--- src/rtl/sr_rect_pkg.sv ---
package sr_rect_pkg;
  localparam int MODE_W = 2;

  typedef enum logic [MODE_W-1:0] {
    SR_ACTIVE   = 2'b00,
    SR_DISABLED = 2'b01,
    SR_PASSIVE  = 2'b10,
    SR_LOWSIDE  = 2'b11
  } sr_mode_e;

  typedef struct packed {
    logic hs_a;
    logic ls_a;
    logic hs_b;
    logic ls_b;
  } gate_t;

  localparam gate_t GATES_OFF = '{hs_a: 1'b0, ls_a: 1'b0, hs_b: 1'b0, ls_b: 1'b0};
endpackage

--- src/rtl/sr_term_latch.sv ---
module sr_term_latch
  import sr_rect_pkg::*;
(
  input  logic     clk,
  input  logic     rst,
  input  sr_mode_e mode,
  input  logic     off_active,
  input  logic     zero_det,
  input  logic     rev_limit,
  output logic     stop_now
);
  logic stop_q;
  logic event_hit;

  always_comb begin
    unique case (mode)
      SR_ACTIVE:  event_hit = zero_det;
      SR_PASSIVE: event_hit = rev_limit;
      default:    event_hit = 1'b0;
    endcase
  end

  assign stop_now = off_active & (stop_q | event_hit);

  always_ff @(posedge clk) begin
    if (rst)             stop_q <= 1'b0;
    else if (off_active) stop_q <= stop_q | event_hit;
    else                 stop_q <= 1'b0;
  end

  // Once stopped, the latch holds while the off period continues
  assert_stop_holds_R10: assert property (@(posedge clk) disable iff (rst)
    (stop_q && off_active) |=> stop_q);

  // A new on period always clears the latch
  assert_stop_clears_R10: assert property (@(posedge clk) disable iff (rst)
    !off_active |=> !stop_q);
endmodule

--- src/rtl/sr_gate_map.sv ---
module sr_gate_map
  import sr_rect_pkg::*;
(
  input  sr_mode_e mode,
  input  logic     direction,
  input  logic     off_active,
  input  logic     fast_decay,
  input  logic     stop_now,
  input  logic     disable_all,
  output gate_t    gates
);
  gate_t diag_fwd;
  gate_t diag_rev;
  gate_t off_pat;

  assign diag_fwd = '{hs_a: 1'b1, ls_a: 1'b0, hs_b: 1'b0, ls_b: 1'b1};
  assign diag_rev = '{hs_a: 1'b0, ls_a: 1'b1, hs_b: 1'b1, ls_b: 1'b0};

  always_comb begin
    off_pat = GATES_OFF;
    unique case (mode)
      SR_DISABLED: off_pat = GATES_OFF;
      SR_LOWSIDE: begin
        if (fast_decay) begin
          off_pat.ls_a = direction;
          off_pat.ls_b = ~direction;
        end else begin
          off_pat.hs_a = direction;
          off_pat.hs_b = ~direction;
        end
      end
      default: begin
        if (fast_decay) off_pat = direction ? diag_rev : diag_fwd;
        else            off_pat = '{hs_a: 1'b0, ls_a: 1'b1, hs_b: 1'b0, ls_b: 1'b1};
      end
    endcase
  end

  always_comb begin
    if (disable_all)     gates = GATES_OFF;
    else if (!off_active) gates = direction ? diag_fwd : diag_rev;
    else if (stop_now)   gates = GATES_OFF;
    else                 gates = off_pat;
  end
endmodule

--- src/rtl/sr_rect_ctrl.sv ---
module sr_rect_ctrl
  import sr_rect_pkg::*;
(
  input  logic       clk,
  input  logic       rst,
  input  logic [1:0] mode,
  input  logic       direction,
  input  logic       off_active,
  input  logic       fast_decay,
  input  logic       zero_det,
  input  logic       rev_limit,
  input  logic       disable_all,
  output logic       hs_a,
  output logic       ls_a,
  output logic       hs_b,
  output logic       ls_b,
  output logic       dir_out
);
  sr_mode_e mode_e;
  logic     stop_now;
  gate_t    gates_nxt;
  gate_t    gates_q;

  assign mode_e = sr_mode_e'(mode);

  sr_term_latch u_term (
    .clk        (clk),
    .rst        (rst),
    .mode       (mode_e),
    .off_active (off_active),
    .zero_det   (zero_det),
    .rev_limit  (rev_limit),
    .stop_now   (stop_now)
  );

  sr_gate_map u_map (
    .mode        (mode_e),
    .direction   (direction),
    .off_active  (off_active),
    .fast_decay  (fast_decay),
    .stop_now    (stop_now),
    .disable_all (disable_all),
    .gates       (gates_nxt)
  );

  always_ff @(posedge clk) begin
    if (rst) begin
      gates_q <= GATES_OFF;
      dir_out <= 1'b0;
    end else begin
      gates_q <= gates_nxt;
      dir_out <= direction;
    end
  end

  assign hs_a = gates_q.hs_a;
  assign ls_a = gates_q.ls_a;
  assign hs_b = gates_q.hs_b;
  assign ls_b = gates_q.ls_b;

  assert_leg_exclusive_R12: assert property (@(posedge clk) disable iff (rst)
    !(hs_a && ls_a) && !(hs_b && ls_b));

  assert_disable_off_R11: assert property (@(posedge clk) disable iff (rst)
    disable_all |=> !(hs_a || ls_a || hs_b || ls_b));

  assert_disabled_mode_R5: assert property (@(posedge clk) disable iff (rst)
    (mode == 2'b01 && off_active) |=> !(hs_a || ls_a || hs_b || ls_b));

  assert_on_drive_R2: assert property (@(posedge clk) disable iff (rst)
    (!off_active && !disable_all && direction) |=> (hs_a && ls_b && !hs_b && !ls_a));

  assert_dir_follow_R13: assert property (@(posedge clk) disable iff (rst)
    1'b1 |=> (dir_out == $past(direction)));
endmodule

--- config.mk ---
export PLATFORM = sky130hd
export DESIGN_NAME = sr_rect_ctrl
export DESIGN_NICKNAME = d
export VERILOG_FILES = /design/src/rtl/sr_rect_pkg.sv /design/src/rtl/sr_term_latch.sv /design/src/rtl/sr_gate_map.sv /design/src/rtl/sr_rect_ctrl.sv
export SDC_FILE = /design/constraint.sdc
export NUM_CORES = 1
export LEC_CHECK = 0
export BUFFER_PORTS_ARGS = -buffer_cell sky130_fd_sc_hd__buf_2
export CORE_AREA = 2 2 39 41
export DETAILED_ROUTE_END_ITERATION = 10
export DIE_AREA = 0 0 41 43
export GPL_ROUTABILITY_DRIVEN = 1
export SYNTH_ARGS = -nofsm -noshare
export SYNTH_HDL_FRONTEND = slang
export SYNTH_HIERARCHICAL = 1
export SYNTH_SLANG_ARGS = --single-unit
--- constraint.sdc ---
create_clock -name clk -period 2.5 [get_ports clk]
set_clock_uncertainty 0.1 [all_clocks]
set_input_delay 0.5 -clock clk [delete_from_list [all_inputs] [get_ports clk]]
set_output_delay 0.5 -clock clk [all_outputs]
set_load 0.02 [all_outputs]
==> results.md, run 1 <==
- Outcome: complete, no violations
- Hold worst-path end: u_term/stop_q$_SDFF_PP0_
- Post-synth cell types: 18
- Worst R2R End: hs_b$_SDFF_PP0_
- Worst Path Required: 2570 ps
- Post-CTS Setup Repair Bufs: 0
- Worst Reg-to-Reg Cells: 5
- Routed length per placed instance: 8.71 um
- Sink Count: 6
- Remaining DRCs: 0
- RSZ-0062 raised after global routing: no
- Syn avg cell area: 8.65 um^2
- Die Height: 43 um
- Dpl hpwl: 482 um
- Routed vias: 302
- Setup WS post-layout: 889 ps
- Port Buffers: 14
- Via/cell ratio: 4.58
- Fillers: 154
- Setup WS pre-CTS: 648 ps
- Max Slew Vio Count: 0
- #FFs+latches synth: 6
- Detailed Route WL: 575 um
- Initial antenna violation count: 0
- Final worst-path cycle share: 0.645
- Detail Route Antenna Nets: 0
- Post-CTS Hold Fix Bufs: 0
- CORE AREA: 1380 um^2
- Layout Utilization: 0.291
- CP Max Fanout: 3
- Worst hold slack: 407 ps
- Clock slew seen by the registers of the worst setup and hold paths: 40 ps
- Area growth syn-to-layout: 37.0%
- Worst-skew pair later-pin latency: 230 ps
- Max-cap violations: 0
- Final nets: 62
- Tmin final: 1610 ps
- Critical path class: in2reg
- GRT Util Overall: 0.0744
- Fmax: 621 MHz
- Crit path capture type: flip-flop
- Reg2reg start: u_term/stop_q$_SDFF_PP0_
- Total die area: 1760 um^2
- Post-synthesis sequential area ratio: 0.409
- R2R Setup Slk: 1210 ps
- Min-delay src: u_term/stop_q$_SDFF_PP0_
- Worst hold stages: 2
- Cell count after synthesis: 34
- Ant diodes: 0
- Number of warnings issued by yosys: 6
- Hold Violations, Final: 0
- # resized after CTS: 0
- Arr. time, crit path: 1680 ps
- Initial DRC count: 5
- Pwr Density: 557 nW/um^2
- CTS H-Tree Depth: 1
- Min-Delay Path Class: reg2reg
- CTS tree: done
- DR pass1 iterations: 4
- Synthesized cell area: 294 um^2
- Max VDD drop: 0.117 mV
- Static Leak: 0.180 nW
- Die Width: 41 um
- Share of post-route cells with drive strength above 1: 0.360
- Worst slew pin tran: 333 ps
- Placement Rows: 14
- Setup_tns: 0 ps
- Grt ovf: 0
- Startpoint Class: input port
- Setup violations, final: 0
- GP Congestion: 0.790
- Vias in the first global route: 260
- Total CTS buffers: 3
- Syn_nets: 44
- Clock root cell: clkbuf_4
- # IOs: 15
- Largest net degree at the start of global routing: 12
- Clock Path Buffers: 2
- Worst slew margin: 0.776
- Initial Utilization: 0.212
- First-pass GRT wire length: 855 um
==> logic make-up after synthesis <==
family,count (synthesis),synth area share
AO/OA/AOI/OAI,10,0.243
buffers and inverters,2,0.0255
flip-flops,6,0.409
multiplexers,1,0.0340
AND/OR/NAND/NOR,15,0.289
==> Yosys cell counts (all sizes together) <==
cell,count,area (um^2)
a21boi,1,7.51
nand2,2,7.51
mux2i,1,10.0
o31ai,3,27.5
inv,1,3.75
dfxtp,6,120
o31a,1,8.76
nor2b,5,31.3
a21oi,2,10.0
nand4,2,12.5
o21a,1,7.51
nor3,3,15.0
nand2b,1,6.26
nand3,1,5.00
o21ai,2,10.0
clkbuf,1,3.75
nand3b,1,7.51
==> cells in the final DEF (no fill, tap or decap) <==
cell type,Yosys,routed
o21ai_0,2,2
nand3_1,1,1
nor3_1,3,3
nand3b_1,1,1
nor2b_1,5,5
a21boi_0,1,1
mux2i_1,1,1
o31a_1,1,1
a21oi_1,2,2
nand4_1,2,2
o21a_1,1,1
buf_2,0,14
o31ai_1,2,2
nand2b_1,1,1
dfxtp_1,6,6
inv_1,1,1
nand2_1,2,2
clkbuf_4,0,3
o31ai_2,1,1
==> critical path, stage by stage <==
cell and delay [ps]:
buf_2 100, mux2i_1 250, o21ai_0 190, o31a_1 330
o31ai_1 170, nor2b_1 140
==> power breakdown <==
| part | internal (W) | switching (W) | total (W) |
|---|---|---|---|
| clock | 0.0000539 | 0.0000292 | 0.0000831 |
| combinational | 0.0000170 | 0.0000228 | 0.0000398 |
| sequential | 0.000101 | 0.00000108 | 0.000102 |
| total | 0.000171 | 0.0000530 | 0.000224 |
==> worst max-delay path by stage <==
stage / start / end / slack, ps / cells past startpoint
6_report: mode[1] / hs_b$_SDFF_PP0_ / 890 / 6
3_3_place_gp: mode[1] / hs_b$_SDFF_PP0_ / 650 / 6
3_5_place_dp: mode[1] / hs_b$_SDFF_PP0_ / 650 / 6
5_1_grt: mode[1] / hs_a$_SDFF_PP0_ / 730 / 6
4_1_cts: mode[1] / hs_b$_SDFF_PP0_ / 890 / 6
2_1_floorplan: mode[1] / hs_a$_SDFF_PP0_ / 870 / 5
==> through the flow <==
step                      power, W  cell area (um^2)  std cells
final                     0.000224               403         66
after global routing      0.000237               403         66
after CTS                 0.000228               403         66
after detailed placement  0.000143               380         63
after global placement    0.000143               380         63
after floorplan           0.000125               294         34
==> sequential cells by signal, indices dropped and copies added (netlist names) <==
name	count
dir_out	1
hs_a	1
hs_b	1
ls_a	1
ls_b	1
u_term/stop_q	1
==> layout make-up <==
cell class / instances / area, um^2 / share of cell area
well taps: 16 / 20.0 / 0.0497
repair buffers: 14 / 70.1 / 0.174
inverters: 1 / 3.75 / 0.00932
flip-flops and latches: 6 / 120 / 0.298
clock buffers: 3 / 22.5 / 0.0559
multi-input cells: 26 / 166 / 0.413
==> per-layer routing <==
layer  share of wire  global-route usage  up-vias
li1                -                   -      158
met1            0.40              0.0774      132
met2            0.52               0.106       12
met3           0.075                   0        0
met4               0               0.107        0
met5               0                   0        -
(Power assumes the default switching activity.)
==> inputs of run 2 (changes only) <==
- clock period: 2.5 -> 1.5 ns (I/O delays scaled with it)
==> results.md, run 2 (synthesis results as in run 1) <==
- Routed length per placed instance: 9.18 um (+5.4%)
- Arr. time, crit path: 1410 ps (-270 ps)
- Setup_tns: 0 ps (unchanged)
- Initial Utilization: 0.212 (unchanged)
- Setup WS pre-CTS: -127 ps (-774 ps)
- Min-Delay Path Class: in2reg
- Die Height: 43 um (unchanged)
- Final worst-path cycle share: 0.890
- Placement Rows: 14 (unchanged)
- Reg power frac: 0.436 (-0.017)
- Final nets: 67 (+8.1%)
- # IOs: 15 (unchanged)
- Area growth syn-to-layout: 49.8%
- First-pass GRT wire length: 966 um (+13%)
- GRT Util Overall: 0.0884 (+0.0140)
- Initial antenna violation count: 0 (unchanged)
- Total die area: 1760 um^2 (unchanged)
- Final Non-Filler Cells: 71 (+7.6%)
- Outcome: complete, no violations
- Clock root cell: clkbuf_4
- Max Slew Vio Count: 0 (unchanged)
- Post-CTS Setup Repair Bufs: 0 (unchanged)
- CTS tree: done
- CTS H-Tree Depth: 1 (unchanged)
- Vias in the first global route: 274 (+5.4%)
- Fillers: 157 (+1.9%)
- RSZ-0062 raised after global routing: no
- Register Area: 120 um^2 (unchanged)
- Sink Count: 6 (unchanged)
- Total CTS buffers: 3 (unchanged)
- Static Leak: 0.203 nW (+13%)
- Tmin final: 1340 ps
- Share of post-route cells with drive strength above 1: 0.418 (+0.0582)
- Initial DRC count: 0 (-5)
- Clock Path Buffers: 2 (unchanged)
- Grt ovf: 0 (unchanged)
- Startpoint Class: input port
- R2R Setup Slk: 240 ps (-970 ps)
- Multi-input logic area: 166 um^2 (unchanged)
- Fmax: 749 MHz
- Clock slew seen by the registers of the worst setup and hold paths: 40 ps (about the same)
- Detail Route Antenna Nets: 0 (unchanged)
- Commonest non-fill, non-tap cells in the layout: buf_2 (14), dfxtp_1 (6), nor2b_1 (5), buf_4 (5)
- Combinational Power Share: 0.202 (+0.025)
- Max VDD drop: 0.189 mV (+61%)
- Clock power share: 0.362 (-0.008)
- Worst-skew pair later-pin latency: 240 ps (about the same)
- Port Buffers: 14 (unchanged)
- Worst slew pin tran: 275 ps (-57.8 ps)
- Crit path capture type: flip-flop
- Commonest non-fill, non-tap cell in the layout: buf_2
- Ant diodes: 0 (unchanged)
- GP Congestion: 0.783 (-0.97%)
- Max-cap violations: 0 (unchanged)
- DP Cell Count: 68 (+7.9%)
- Layout Utilization: 0.318 (+0.0271)
- Worst Path Required: 1570 ps (-1000 ps)
- Hold Violations, Final: 0 (unchanged)
- Die Width: 41 um (unchanged)
- CP Max Fanout: 3 (unchanged)
- Pwr Density: 882 nW/um^2 (+58%)
- Setup WS post-layout: 164 ps (-724 ps)
- Worst slew margin: 0.815 (+0.0395)
- Remaining DRCs: 0 (unchanged)
- Setup violations, final: 0 (unchanged)
- Int Pwr: 0.000295 W (+72%)
- Critical path class: in2reg
- Switching share of total power: 0.241 (+0.00436)
- Via/cell ratio: 4.51 (-1.5%)
- Routed vias: 320 (+6.0%)
- DR pass1 iterations: 1 (-3)
- Largest net degree at the start of global routing: 9 (-3)
- CORE AREA: 1380 um^2 (unchanged)
- Switch Pwr: 0.0000934 W (+76%)
- Detailed Route WL: 652 um (+13%)
- Worst hold slack: 214 ps (-193 ps)
run 2: changes by cell type in the layout (fill, tap and decap cells not counted), sizes merged:
cell / previous run / this run
buf: 14 / 19
run 2: critical path, stage by stage:
cell	delay, ps
buf_2	90
mux2i_1	220
o21ai_1	140
o31a_1	310
o31ai_1	190
nor2b_1	150
run 2: worst paths after layout:
path	from	endpoint	depth (start not counted)
worst min-delay path	rst	ls_a$_SDFF_PP0_	2
worst max register to register	u_term/stop_q$_SDFF_PP0_	hs_b$_SDFF_PP0_	5
worst min register to register	u_term/stop_q$_SDFF_PP0_	u_term/stop_q$_SDFF_PP0_	2
worst max-delay path	mode[1]	hs_b$_SDFF_PP0_	6
run 2: cell type report:
cell class                      instances  area share
Sequential cell                         6       0.273
Tap cell                               16      0.0455
Inverter                                1     0.00852
Clock buffer                            3      0.0511
Multi-Input combinational cell         26       0.378
Timing Repair Buffer                   19       0.244
run 2: timing repair:
action / CTS / global route
endpoints found under the setup margin: 0 / 1
hold buffers: 0 / 0
resized for setup: 0 / 1
run 2: power by group through the flow:
stage | Combinational (W) | Sequential [W] | Clock [W]
final | 0.0000785 | 0.000169 | 0.000141
after CTS | 0.0000783 | 0.000169 | 0.000148
after global routing | 0.0000870 | 0.000170 | 0.000152
after floorplan | 0.0000284 | 0.000180 | 0
after detailed placement | 0.0000782 | 0.000172 | 0
after global placement | 0.0000767 | 0.000172 | 0
run 2: through the flow:
step	area [um^2]	power (W)
2_1_floorplan	294	0.000209
3_3_place_gp	418	0.000249
3_5_place_dp	418	0.000250
4_1_cts	440	0.000396
5_1_grt	440	0.000408
6_report	440	0.000388
run 2: metal layers:
layer / wire length [um] / track usage / up-vias / share of wire
met3: 39 / 0 / 2 / 0.060
met1: 253 / 0.0804 / 142 / 0.39
met2: 339 / 0.131 / 9 / 0.52
li1: - / - / 167 / -
met4: 19 / 0.140 / 0 / 0.029
met5: 0 / 0 / - / 0
